<file path="src/rtl/i2c_seq_pkg.sv">
package i2c_seq_pkg;
  localparam int unsigned REG_AW  = 6;
  localparam int unsigned REG_DW  = 32;
  localparam int unsigned STS_W   = 15;
  localparam int unsigned CMD_W   = 16;
  localparam int unsigned BYTE_W  = 8;
  localparam int unsigned BUF_W   = 2 * BYTE_W;
  localparam int unsigned STATE_W = 4;
  localparam int unsigned NUM_TIM = 2;

  localparam logic [REG_AW-1:0] OFF_CTRL  = 6'h00;
  localparam logic [REG_AW-1:0] OFF_TIM0  = 6'h04;
  localparam logic [REG_AW-1:0] OFF_INTEN = 6'h0C;
  localparam logic [REG_AW-1:0] OFF_STS   = 6'h10;
  localparam logic [REG_AW-1:0] OFF_CMD   = 6'h14;
  localparam logic [REG_AW-1:0] OFF_BUF   = 6'h20;

  localparam logic [REG_DW-1:0] CTRL_MASK = 32'h0071_C3FF;
  localparam logic [REG_DW-1:0] TIM0_MASK = 32'h0FFF_FF0F;
  localparam logic [REG_DW-1:0] TIM1_MASK = 32'h0000_0007;

  localparam int unsigned CTRL_MST = 0;
  localparam int unsigned CTRL_SLV = 1;

  localparam int unsigned CB_START  = 0;
  localparam int unsigned CB_TX     = 1;
  localparam int unsigned CB_RX     = 3;
  localparam int unsigned CB_RXLAST = 4;
  localparam int unsigned CB_STOP   = 5;

  localparam int unsigned SB_ACK  = 0;
  localparam int unsigned SB_NAK  = 1;
  localparam int unsigned SB_RX   = 2;
  localparam int unsigned SB_STOP = 4;
  localparam int unsigned SB_ABN  = 5;

  localparam int unsigned ST_OWN_BIT = 3;
  localparam logic [STATE_W-1:0] ST_IDLE   = 4'h0;
  localparam logic [STATE_W-1:0] ST_ACTIVE = 4'h8;
  localparam logic [STATE_W-1:0] ST_START  = 4'h9;
  localparam logic [STATE_W-1:0] ST_RSTART = 4'hA;
  localparam logic [STATE_W-1:0] ST_STOP   = 4'hB;
  localparam logic [STATE_W-1:0] ST_TXD    = 4'hC;
  localparam logic [STATE_W-1:0] ST_RXD    = 4'hE;

  typedef enum logic [1:0] {OP_START = 2'd0, OP_SEND = 2'd1, OP_RECV = 2'd2, OP_STOP = 2'd3} eng_op_e;

  typedef enum logic [3:0] {
    PH_IDLE, PH_START, PH_START_W, PH_START_CHK, PH_TX, PH_TX_W, PH_TX_END_W,
    PH_RX, PH_RX_W, PH_STOP, PH_STOP_W, PH_FIN
  } phase_e;

  function automatic logic [REG_DW-1:0] tim_mask(input int unsigned idx);
    return (idx == 0) ? TIM0_MASK : TIM1_MASK;
  endfunction
endpackage

</file>
<file path="src/rtl/i2c_seq_cfg.sv">
module i2c_seq_cfg
  import i2c_seq_pkg::*;
(
  input  logic                            clk_i,
  input  logic                            rst_ni,
  input  logic                            ctrl_we_i,
  input  logic [NUM_TIM-1:0]              tim_we_i,
  input  logic                            inten_we_i,
  input  logic [REG_DW-1:0]               wdata_i,
  output logic [REG_DW-1:0]               ctrl_o,
  output logic [NUM_TIM-1:0][REG_DW-1:0]  tim_o,
  output logic [STS_W-1:0]                inten_o
);
  logic [REG_DW-1:0] ctrl_q;
  logic [STS_W-1:0]  inten_q;

  // slave enable is not supported: such a write is dropped entirely
  always_ff @(posedge clk_i or negedge rst_ni) begin
    if (!rst_ni) ctrl_q <= '0;
    else if (ctrl_we_i && !wdata_i[CTRL_SLV]) ctrl_q <= wdata_i & CTRL_MASK;
  end

  always_ff @(posedge clk_i or negedge rst_ni) begin
    if (!rst_ni) inten_q <= '0;
    else if (inten_we_i) inten_q <= wdata_i[STS_W-1:0];
  end

  for (genvar g = 0; g < NUM_TIM; g++) begin : g_tim
    logic [REG_DW-1:0] tim_q;
    always_ff @(posedge clk_i or negedge rst_ni) begin
      if (!rst_ni) tim_q <= '0;
      else if (tim_we_i[g]) tim_q <= wdata_i & tim_mask(g);
    end
    assign tim_o[g] = tim_q;
  end

  assign ctrl_o  = ctrl_q;
  assign inten_o = inten_q;


  ctrl_slv_drop_chk: assert property (@(posedge clk_i) disable iff (!rst_ni)
    ctrl_we_i && wdata_i[CTRL_SLV] |=> $stable(ctrl_q));
endmodule

</file>
<file path="src/rtl/i2c_seq_core.sv">
module i2c_seq_core
  import i2c_seq_pkg::*;
(
  input  logic                clk_i,
  input  logic                rst_ni,
  input  logic                cmd_we_i,
  input  logic                buf_we_i,
  input  logic                sts_we_i,
  input  logic [REG_DW-1:0]   wdata_i,
  input  logic                master_en_i,
  input  logic [STS_W-1:0]    inten_i,
  output logic [CMD_W-1:0]    cmd_o,
  output logic [STATE_W-1:0]  state_o,
  output logic [STS_W-1:0]    sts_o,
  output logic [BUF_W-1:0]    buf_o,
  output logic                busy_o,
  output logic                eng_req_o,
  output eng_op_e             eng_op_o,
  output logic [BYTE_W-1:0]   eng_data_o,
  output logic                eng_nack_o,
  input  logic                eng_done_i,
  input  logic                eng_nak_i,
  input  logic                eng_fail_i,
  input  logic [BYTE_W-1:0]   eng_rdata_i,
  input  logic                eng_busy_i
);
  phase_e              ph_q;
  logic [CMD_W-1:0]    cmd_q;
  logic [STATE_W-1:0]  st_q;
  logic [STS_W-1:0]    sts_q, sts_set, sts_clr, sts_mrg;
  logic [BUF_W-1:0]    buf_q;
  logic                req_q, nack_q;
  eng_op_e             op_q;
  logic [BYTE_W-1:0]   dat_q;
  logic                done, cmd_acc;

  assign done    = req_q & eng_done_i;
  assign cmd_acc = cmd_we_i & master_en_i & (ph_q == PH_IDLE);
  assign sts_clr = sts_we_i ? wdata_i[STS_W-1:0] : '0;

  always_comb begin
    sts_set = '0;
    if (done) begin
      unique case (ph_q)
        PH_START_W, PH_TX_W: sts_set[eng_nak_i ? SB_NAK : SB_ACK] = 1'b1;
        PH_RX_W:             sts_set[SB_RX] = !eng_fail_i;
        PH_STOP_W:           sts_set[SB_STOP] = 1'b1;
        default: ;
      endcase
    end
    if (ph_q == PH_STOP && cmd_q[CB_STOP] && !st_q[ST_OWN_BIT]) sts_set[SB_ABN] = 1'b1;
    // engine result wins over a same-cycle software clear
    sts_mrg = (sts_q & ~sts_clr) | sts_set;
  end

  always_ff @(posedge clk_i or negedge rst_ni) begin
    if (!rst_ni)            sts_q <= '0;
    else if (cmd_acc)       sts_q <= '0;
    else if (ph_q == PH_FIN) sts_q <= sts_mrg & inten_i;
    else                    sts_q <= sts_mrg;
  end

  always_ff @(posedge clk_i or negedge rst_ni) begin
    if (!rst_ni) begin
      ph_q   <= PH_IDLE;
      cmd_q  <= '0;
      st_q   <= ST_IDLE;
      buf_q  <= '0;
      req_q  <= 1'b0;
      op_q   <= OP_START;
      dat_q  <= '0;
      nack_q <= 1'b0;
    end else begin
      if (done) req_q <= 1'b0;
      unique case (ph_q)
        PH_IDLE: begin
          if (cmd_acc) begin
            cmd_q <= wdata_i[CMD_W-1:0];
            ph_q  <= PH_START;
          end else if (buf_we_i) begin
            buf_q <= {{BYTE_W{1'b0}}, wdata_i[BYTE_W-1:0]};
          end
        end
        PH_START: begin
          if (cmd_q[CB_START]) begin
            st_q   <= st_q[ST_OWN_BIT] ? ST_RSTART : ST_START;
            req_q  <= 1'b1;
            op_q   <= OP_START;
            dat_q  <= buf_q[BYTE_W-1:0];
            nack_q <= 1'b0;
            ph_q   <= PH_START_W;
          end else begin
            ph_q <= PH_TX;
          end
        end
        PH_START_W: begin
          if (done) begin
            cmd_q[CB_START] <= 1'b0;
            cmd_q[CB_TX]    <= 1'b0;
            ph_q            <= PH_START_CHK;
          end
        end
        PH_START_CHK: begin
          if (!eng_busy_i) ph_q <= PH_FIN;
          else begin
            st_q <= ST_ACTIVE;
            ph_q <= PH_TX;
          end
        end
        PH_TX: begin
          if (cmd_q[CB_TX]) begin
            st_q   <= ST_TXD;
            req_q  <= 1'b1;
            op_q   <= OP_SEND;
            dat_q  <= buf_q[BYTE_W-1:0];
            nack_q <= 1'b0;
            ph_q   <= PH_TX_W;
          end else begin
            ph_q <= PH_RX;
          end
        end
        PH_TX_W: begin
          if (done) begin
            if (eng_nak_i) begin
              req_q <= 1'b1;
              op_q  <= OP_STOP;
              ph_q  <= PH_TX_END_W;
            end else begin
              cmd_q[CB_TX] <= 1'b0;
              st_q         <= ST_ACTIVE;
              ph_q         <= PH_RX;
            end
          end
        end
        PH_TX_END_W: begin
          if (done) begin
            cmd_q[CB_TX] <= 1'b0;
            st_q         <= ST_ACTIVE;
            ph_q         <= PH_RX;
          end
        end
        PH_RX: begin
          if (cmd_q[CB_RX] || cmd_q[CB_RXLAST]) begin
            st_q   <= ST_RXD;
            req_q  <= 1'b1;
            op_q   <= OP_RECV;
            nack_q <= cmd_q[CB_RXLAST];
            ph_q   <= PH_RX_W;
          end else begin
            ph_q <= PH_STOP;
          end
        end
        PH_RX_W: begin
          if (done) begin
            buf_q <= {(eng_fail_i ? {BYTE_W{1'b1}} : eng_rdata_i), {BYTE_W{1'b0}}};
            cmd_q[CB_RX]     <= 1'b0;
            cmd_q[CB_RXLAST] <= 1'b0;
            nack_q           <= 1'b0;
            st_q             <= ST_ACTIVE;
            ph_q             <= PH_STOP;
          end
        end
        PH_STOP: begin
          if (!cmd_q[CB_STOP]) ph_q <= PH_FIN;
          else if (!st_q[ST_OWN_BIT]) begin
            cmd_q[CB_STOP] <= 1'b0;
            st_q           <= ST_IDLE;
            ph_q           <= PH_FIN;
          end else begin
            st_q  <= ST_STOP;
            req_q <= 1'b1;
            op_q  <= OP_STOP;
            ph_q  <= PH_STOP_W;
          end
        end
        PH_STOP_W: begin
          if (done) begin
            cmd_q[CB_STOP] <= 1'b0;
            st_q           <= ST_IDLE;
            ph_q           <= PH_FIN;
          end
        end
        PH_FIN:  ph_q <= PH_IDLE;
        default: ph_q <= PH_IDLE;
      endcase
    end
  end

  assign cmd_o      = cmd_q;
  assign state_o    = st_q;
  assign sts_o      = sts_q;
  assign buf_o      = buf_q;
  assign busy_o     = (ph_q != PH_IDLE);
  assign eng_req_o  = req_q;
  assign eng_op_o   = op_q;
  assign eng_data_o = dat_q;
  assign eng_nack_o = nack_q;


  req_hold_chk: assert property (@(posedge clk_i) disable iff (!rst_ni)
    eng_req_o && !eng_done_i |=> eng_req_o && $stable(eng_op_o) && $stable(eng_data_o));


  end_state_chk: assert property (@(posedge clk_i) disable iff (!rst_ni)
    $fell(busy_o) |-> (st_q == ST_IDLE || st_q == ST_ACTIVE || st_q == ST_START || st_q == ST_RSTART));


  fin_mask_chk: assert property (@(posedge clk_i) disable iff (!rst_ni)
    $fell(busy_o) |-> (sts_q & ~$past(inten_i)) == '0);


  cmd_ignore_chk: assert property (@(posedge clk_i) disable iff (!rst_ni)
    cmd_we_i && !master_en_i && !busy_o |=> !busy_o);


  buf_busy_chk: assert property (@(posedge clk_i) disable iff (!rst_ni)
    buf_we_i && busy_o && ph_q != PH_RX_W |=> $stable(buf_q));
endmodule

</file>
<file path="src/rtl/i2c_cmd_seq.sv">
module i2c_cmd_seq
  import i2c_seq_pkg::*;
(
  input  logic               clk_i,
  input  logic               rst_ni,
  input  logic               reg_we_i,
  input  logic [5:0]         reg_addr_i,
  input  logic [31:0]        reg_wdata_i,
  output logic [31:0]        reg_rdata_o,
  output logic               eng_req_o,
  output logic [1:0]         eng_op_o,
  output logic [7:0]         eng_data_o,
  output logic               eng_nack_o,
  input  logic               eng_done_i,
  input  logic               eng_nak_i,
  input  logic               eng_fail_i,
  input  logic [7:0]         eng_rdata_i,
  input  logic               eng_busy_i,
  output logic               busy_o,
  output logic               irq_o
);
  localparam int unsigned ST_LSB = 19;
  localparam int unsigned BUSY_BIT = 16;

  logic [REG_DW-1:0]              ctrl;
  logic [NUM_TIM-1:0][REG_DW-1:0] tim;
  logic [STS_W-1:0]               inten, sts;
  logic [CMD_W-1:0]               cmd;
  logic [STATE_W-1:0]             state;
  logic [BUF_W-1:0]               bufv;
  logic [NUM_TIM-1:0]             tim_we;
  eng_op_e                        op;

  for (genvar g = 0; g < NUM_TIM; g++) begin : g_tim_dec
    assign tim_we[g] = reg_we_i && (reg_addr_i == OFF_TIM0 + REG_AW'(4 * g));
  end

  i2c_seq_cfg u_cfg (
    .clk_i      (clk_i),
    .rst_ni     (rst_ni),
    .ctrl_we_i  (reg_we_i && reg_addr_i == OFF_CTRL),
    .tim_we_i   (tim_we),
    .inten_we_i (reg_we_i && reg_addr_i == OFF_INTEN),
    .wdata_i    (reg_wdata_i),
    .ctrl_o     (ctrl),
    .tim_o      (tim),
    .inten_o    (inten)
  );

  i2c_seq_core u_core (
    .clk_i       (clk_i),
    .rst_ni      (rst_ni),
    .cmd_we_i    (reg_we_i && reg_addr_i == OFF_CMD),
    .buf_we_i    (reg_we_i && reg_addr_i == OFF_BUF),
    .sts_we_i    (reg_we_i && reg_addr_i == OFF_STS),
    .wdata_i     (reg_wdata_i),
    .master_en_i (ctrl[CTRL_MST]),
    .inten_i     (inten),
    .cmd_o       (cmd),
    .state_o     (state),
    .sts_o       (sts),
    .buf_o       (bufv),
    .busy_o      (busy_o),
    .eng_req_o   (eng_req_o),
    .eng_op_o    (op),
    .eng_data_o  (eng_data_o),
    .eng_nack_o  (eng_nack_o),
    .eng_done_i  (eng_done_i),
    .eng_nak_i   (eng_nak_i),
    .eng_fail_i  (eng_fail_i),
    .eng_rdata_i (eng_rdata_i),
    .eng_busy_i  (eng_busy_i)
  );

  assign eng_op_o = op;
  assign irq_o    = (|sts) && !busy_o;

  always_comb begin
    reg_rdata_o = '1;
    if (reg_addr_i == OFF_CTRL) reg_rdata_o = ctrl;
    for (int i = 0; i < NUM_TIM; i++)
      if (reg_addr_i == OFF_TIM0 + REG_AW'(4 * i)) reg_rdata_o = tim[i];
    if (reg_addr_i == OFF_INTEN) reg_rdata_o = REG_DW'(inten);
    if (reg_addr_i == OFF_STS)   reg_rdata_o = REG_DW'(sts);
    if (reg_addr_i == OFF_BUF)   reg_rdata_o = REG_DW'(bufv);
    if (reg_addr_i == OFF_CMD) begin
      reg_rdata_o = '0;
      reg_rdata_o[ST_LSB +: STATE_W] = state;
      reg_rdata_o[BUSY_BIT]          = eng_busy_i;
      reg_rdata_o[CMD_W-1:0]         = cmd;
    end
  end


  busy_bit_chk: assert property (@(posedge clk_i) disable iff (!rst_ni)
    reg_addr_i == OFF_CMD |-> reg_rdata_o[BUSY_BIT] == eng_busy_i);
endmodule

</file>
<file path="config.mk">
export PLATFORM = sky130hd
export DESIGN_NAME = i2c_cmd_seq
export DESIGN_NICKNAME = d
export VERILOG_FILES = /design/src/rtl/i2c_seq_pkg.sv /design/src/rtl/i2c_seq_cfg.sv /design/src/rtl/i2c_seq_core.sv /design/src/rtl/i2c_cmd_seq.sv
export SDC_FILE = /design/constraint.sdc
export NUM_CORES = 1
export LEC_CHECK = 0
export ABC_AREA = 0
export BUFFER_PORTS_ARGS = -buffer_cell sky130_fd_sc_hd__buf_2
export CORE_MARGIN = 5
export CORE_UTILIZATION = 50
export CTS_CLUSTER_SIZE = 20
export DETAILED_ROUTE_END_ITERATION = 8
export PLACE_DENSITY = 0.73
export SYNTH_ARGS = -nofsm -noshare
export SYNTH_HDL_FRONTEND = slang
export SYNTH_SLANG_ARGS = --single-unit
export TNS_END_PERCENT = 30
</file>
<file path="constraint.sdc">
create_clock -name clk_i -period 2.9 [get_ports clk_i]
set_input_delay 0.145 -clock clk_i [delete_from_list [all_inputs] [get_ports clk_i]]
set_output_delay 0.145 -clock clk_i [all_outputs]
set_load 0.1 [all_outputs]
</file>
==> impl_metrics.env <==
export IMPL_ys_seq_area_share_pct=49.1
export IMPL_grt_pass1_vias=5400
export IMPL_crit_arrival_ns=2.49
export IMPL_synth_edf_count=0
export IMPL_fin_skew_ns=0.00510
export IMPL_slew_limit_headroom_pct=31.9
export IMPL_grt_use_met1_pct=34.5
export IMPL_overflow=0
export IMPL_drtAntennaViolNets=0
export IMPL_wire_per_inst_um=20.1
export IMPL_hold_violations=0
export IMPL_async_reset_ff_share_pct=100
export IMPL_clockBufferDepth=2
export IMPL_core_um2=12600
export IMPL_hold_path_class="primary input to register"
export IMPL_grt_pass1_wl_mm=29.3
export IMPL_viasPerCell=6.00
export IMPL_path_buf_inv=1
export IMPL_synth_area_um2=6370
export IMPL_drive_gt1_share_pct=30.3
export IMPL_first_pass_iters=5
export IMPL_cap_violations=0
export IMPL_num_io_pins=99
export IMPL_place_congestion=0.938
export IMPL_worst_pin_slew_ns=1.02
export IMPL_yosys_register_bits=125
export IMPL_numCtsBuffers=17
export IMPL_crit_slowest_cell="or4_1"
export IMPL_use_met2_pct=39.9
export IMPL_ctsResizeCount=0
export IMPL_grt_total_usage_pct=25.6
export IMPL_syn_to_final_growth_pct=26.3
export IMPL_grt_busiest_layer="met2"
export IMPL_setup_slack_ns=0.264
export IMPL_first_iter_violations=704
export IMPL_slowest_delay_ns=0.79
export IMPL_r2r_end="u_core.buf_o[9]"
export IMPL_post_route_min_period_ns=2.64
export IMPL_clock_sinks=125
export IMPL_power_density_nw_per_um2=772
export IMPL_use_met3_pct=5.90
export IMPL_status="complete, no violations"
export IMPL_holdCritStartpoint="reg_wdata_i[2]"
export IMPL_worstSetupStartpointType="register"
export IMPL_finalSetupViolCount=0
export IMPL_maxSlewViolCount=0
export IMPL_crit_family="simple AND/OR/NAND/NOR gates"
export IMPL_worstSetupEndpointType="primary output"
export IMPL_final_nets=796
export IMPL_path_class="register to primary output"
export IMPL_htree_levels=4
export IMPL_p_leak_nw=3.75
export IMPL_syn_avg_cell_area_um2=10.1
export IMPL_fmax_mhz=379
export IMPL_port_buffers=94
export IMPL_dieArea_um2=15100
export IMPL_fin_worst_hold_slack_ns=0.0189
export IMPL_crit_chain="or4_1 -> a31oi_2 -> buf_2"
export IMPL_peakVddDrop_mv=0.403
export IMPL_ff_latch_area_um2=3130
export IMPL_ys_warnings_count=0
export IMPL_rows=41
export IMPL_netlist_instances=628
export IMPL_diodes=0
export IMPL_critPathRequiredTime_ns=2.76
export IMPL_dp_hpwl_mm=12.8
export IMPL_initial_core_util_pct=50.7
export IMPL_yosysUniqueCellTypes=62
export IMPL_grt_max_degree=68
export IMPL_r2r_start="u_core.ph_q[1]"
export IMPL_wirelength_mm=18.7
export IMPL_dp_cells=871
export IMPL_finalNonFillerCells=927
export IMPL_clk_latency_ns=0.42
export IMPL_via_count=5564
export IMPL_cp_max_fo=17
export IMPL_multi_input_area_um2=3030
export IMPL_reg2regPathDepth=4
export IMPL_ys_flop_type="dfrtp_1"
export IMPL_fp_dieH_um=123
export IMPL_rsz0062_at_grt="no"
export IMPL_clkSlewWorstSetupHoldPaths_ns=0.06
export IMPL_synth_nets=681
export IMPL_fill_cells=1004
export IMPL_die_w_um=123
export IMPL_drc_errors=0
export IMPL_antenna_found_initial=0
export IMPL_hold_end="u_core.cmd_o[2]"
export IMPL_root_buffer="clkbuf_16"
export IMPL_pre_cts_slack_ns=0.381
export IMPL_tritoncts="built"
export IMPL_startpoint="u_core.ph_q[1]"
export IMPL_r2r_slack_ns=0.33
export IMPL_fin_crit_sh_pct=90.9
export IMPL_min_path_cells=3
==> what timing repair did <==
| item | 4_1_cts | 5_1_grt |
|---|---|---|
| setup buffers | 0 | 0 |
| hold buffers | 25 | 0 |
| hold endpoints to repair | 104 | 0 |
==> cells by family after synthesis <==
group | count (synthesis) | share of synthesized area (%)
AO/OA/AOI/OAI | 170 | 17.1
XOR/XNOR | 3 | 0.413
buffers and inverters | 51 | 3.52
flip-flops | 125 | 49.1
multiplexers | 81 | 14.6
AND/OR/NAND/NOR | 198 | 15.2
==> synth_stat cells, types with 2 or more instances <==
library cell / number / area, µm²
a211oi_1: 16 / 120
a21oi_1: 15 / 75.1
a221o_1: 4 / 40.0
a22oi_1: 4 / 30.0
a31oi_1: 2 / 12.5
a32oi_1: 2 / 17.5
a41oi_1: 2 / 17.5
and2_0: 2 / 12.5
and2_1: 6 / 37.5
and3b_1: 2 / 17.5
buf_1: 5 / 18.8
buf_2: 8 / 40.0
buf_4: 4 / 30.0
clkbuf_1: 25 / 93.8
dfrtp_1: 125 / 3130
inv_1: 8 / 30.0
mux2_2: 67 / 754
mux2i_1: 11 / 110
mux4_2: 3 / 67.6
nand2_1: 95 / 357
nand2b_1: 5 / 31.3
nand3_1: 6 / 30.0
nand3b_1: 2 / 15.0
nand4_1: 4 / 25.0
nand4b_1: 2 / 17.5
nor2_1: 32 / 120
nor2b_1: 13 / 81.3
nor3_1: 4 / 20.0
nor3_2: 2 / 20.0
nor4_1: 3 / 18.8
nor4b_1: 2 / 17.5
o21a_1: 8 / 60.1
o21ai_0: 73 / 365
o221ai_1: 12 / 105
o22ai_1: 11 / 68.8
o2bb2ai_1: 4 / 35.0
o31ai_1: 6 / 45.0
or2_2: 4 / 25.0
or3_1: 2 / 12.5
or4_1: 3 / 22.5
xnor2_1: 3 / 26.3
==> registers in the layout, indices dropped and copies added (netlist names), 2 cells and up <==
name	cells
u_core.eng_data_o	8
u_core.buf_o	16
u_core.state_o	4
u_cfg.g_tim.tim_q	27
u_core.cmd_o	16
u_core.eng_op_o	2
u_cfg.inten_o	15
u_core.ph_q	4
u_cfg.ctrl_o	16
u_core.sts_o	15
==> layout by cell type (no fill, tap or decap), types with 8 or more instances in the layout <==
cell type	instances
dfrtp_1	125
nand2_1	95
buf_2	83
o21ai_0	72
mux2_2	67
nor2_1	32
dlygate4sd3_1	25
buf_4	20
clkbuf_16	17
a211oi_1	16
a21oi_1	15
nor2b_1	13
o221ai_1	12
o22ai_1	11
mux2i_1	11
buf_12	11
inv_1	8
o21a_1	8
==> worst reg2reg max path, stage by stage, from the launching register on <==
cell     delay, ns
dfrtp_1       0.56
or4_1         0.80
o32a_1        0.75
nand2_1       0.19
o21ai_0       0.11
==> routing by layer <==
layer	wire, µm	vias up
li1	-	2527
met1	7750	2715
met2	8940	274
met3	1530	48
met4	439	0
met5	0	-
==> cell type report <==
class / count / share of cell area, %
sequential: 125 / 38.9
multi-input combinational: 452 / 37.6
clock inverter: 13 / 2.04
timing repair buffer: 139 / 12.9
tap: 172 / 2.68
inverter: 8 / 0.374
clock buffer: 18 / 5.46
==> worst max-delay path by stage <==
| stage | cells after the start | end | slack [ns] |
|---|---|---|---|
| after floorplan | 6 | reg_rdata_o[11] | -0.41 |
| after global routing | 4 | u_core.buf_o[9] | 0.20 |
| after CTS | 3 | irq_o | 0.28 |
| after global placement | 4 | u_core.buf_o[9] | 0.46 |
| after detailed placement | 4 | u_core.buf_o[13] | 0.38 |
| final | 3 | irq_o | 0.26 |
==> stage by stage <==
| step | setup TNS (ns) | cell area (µm²) | utilization (%) | total power, mW |
|---|---|---|---|---|
| global route | 0 | 8040 | 64.0 | 6.47 |
| detailed placement | 0 | 7190 | 57.2 | 3.98 |
| global placement | 0 | 7190 | 57.2 | 3.94 |
| CTS | 0 | 8040 | 64.0 | 6.19 |
| finish | 0 | 8040 | 64.0 | 6.21 |
| floorplan | -2.42 | 6380 | - | 3.45 |
==> where the power goes <==
group | switching [mW] | total, mW | internal [mW]
logic | 1.14 | 1.78 | 0.643
registers | 0.251 | 2.24 | 1.98
clock network | 0.817 | 2.19 | 1.37
total | 2.21 | 6.21 | 4.00
(Power assumes the default switching activity.)
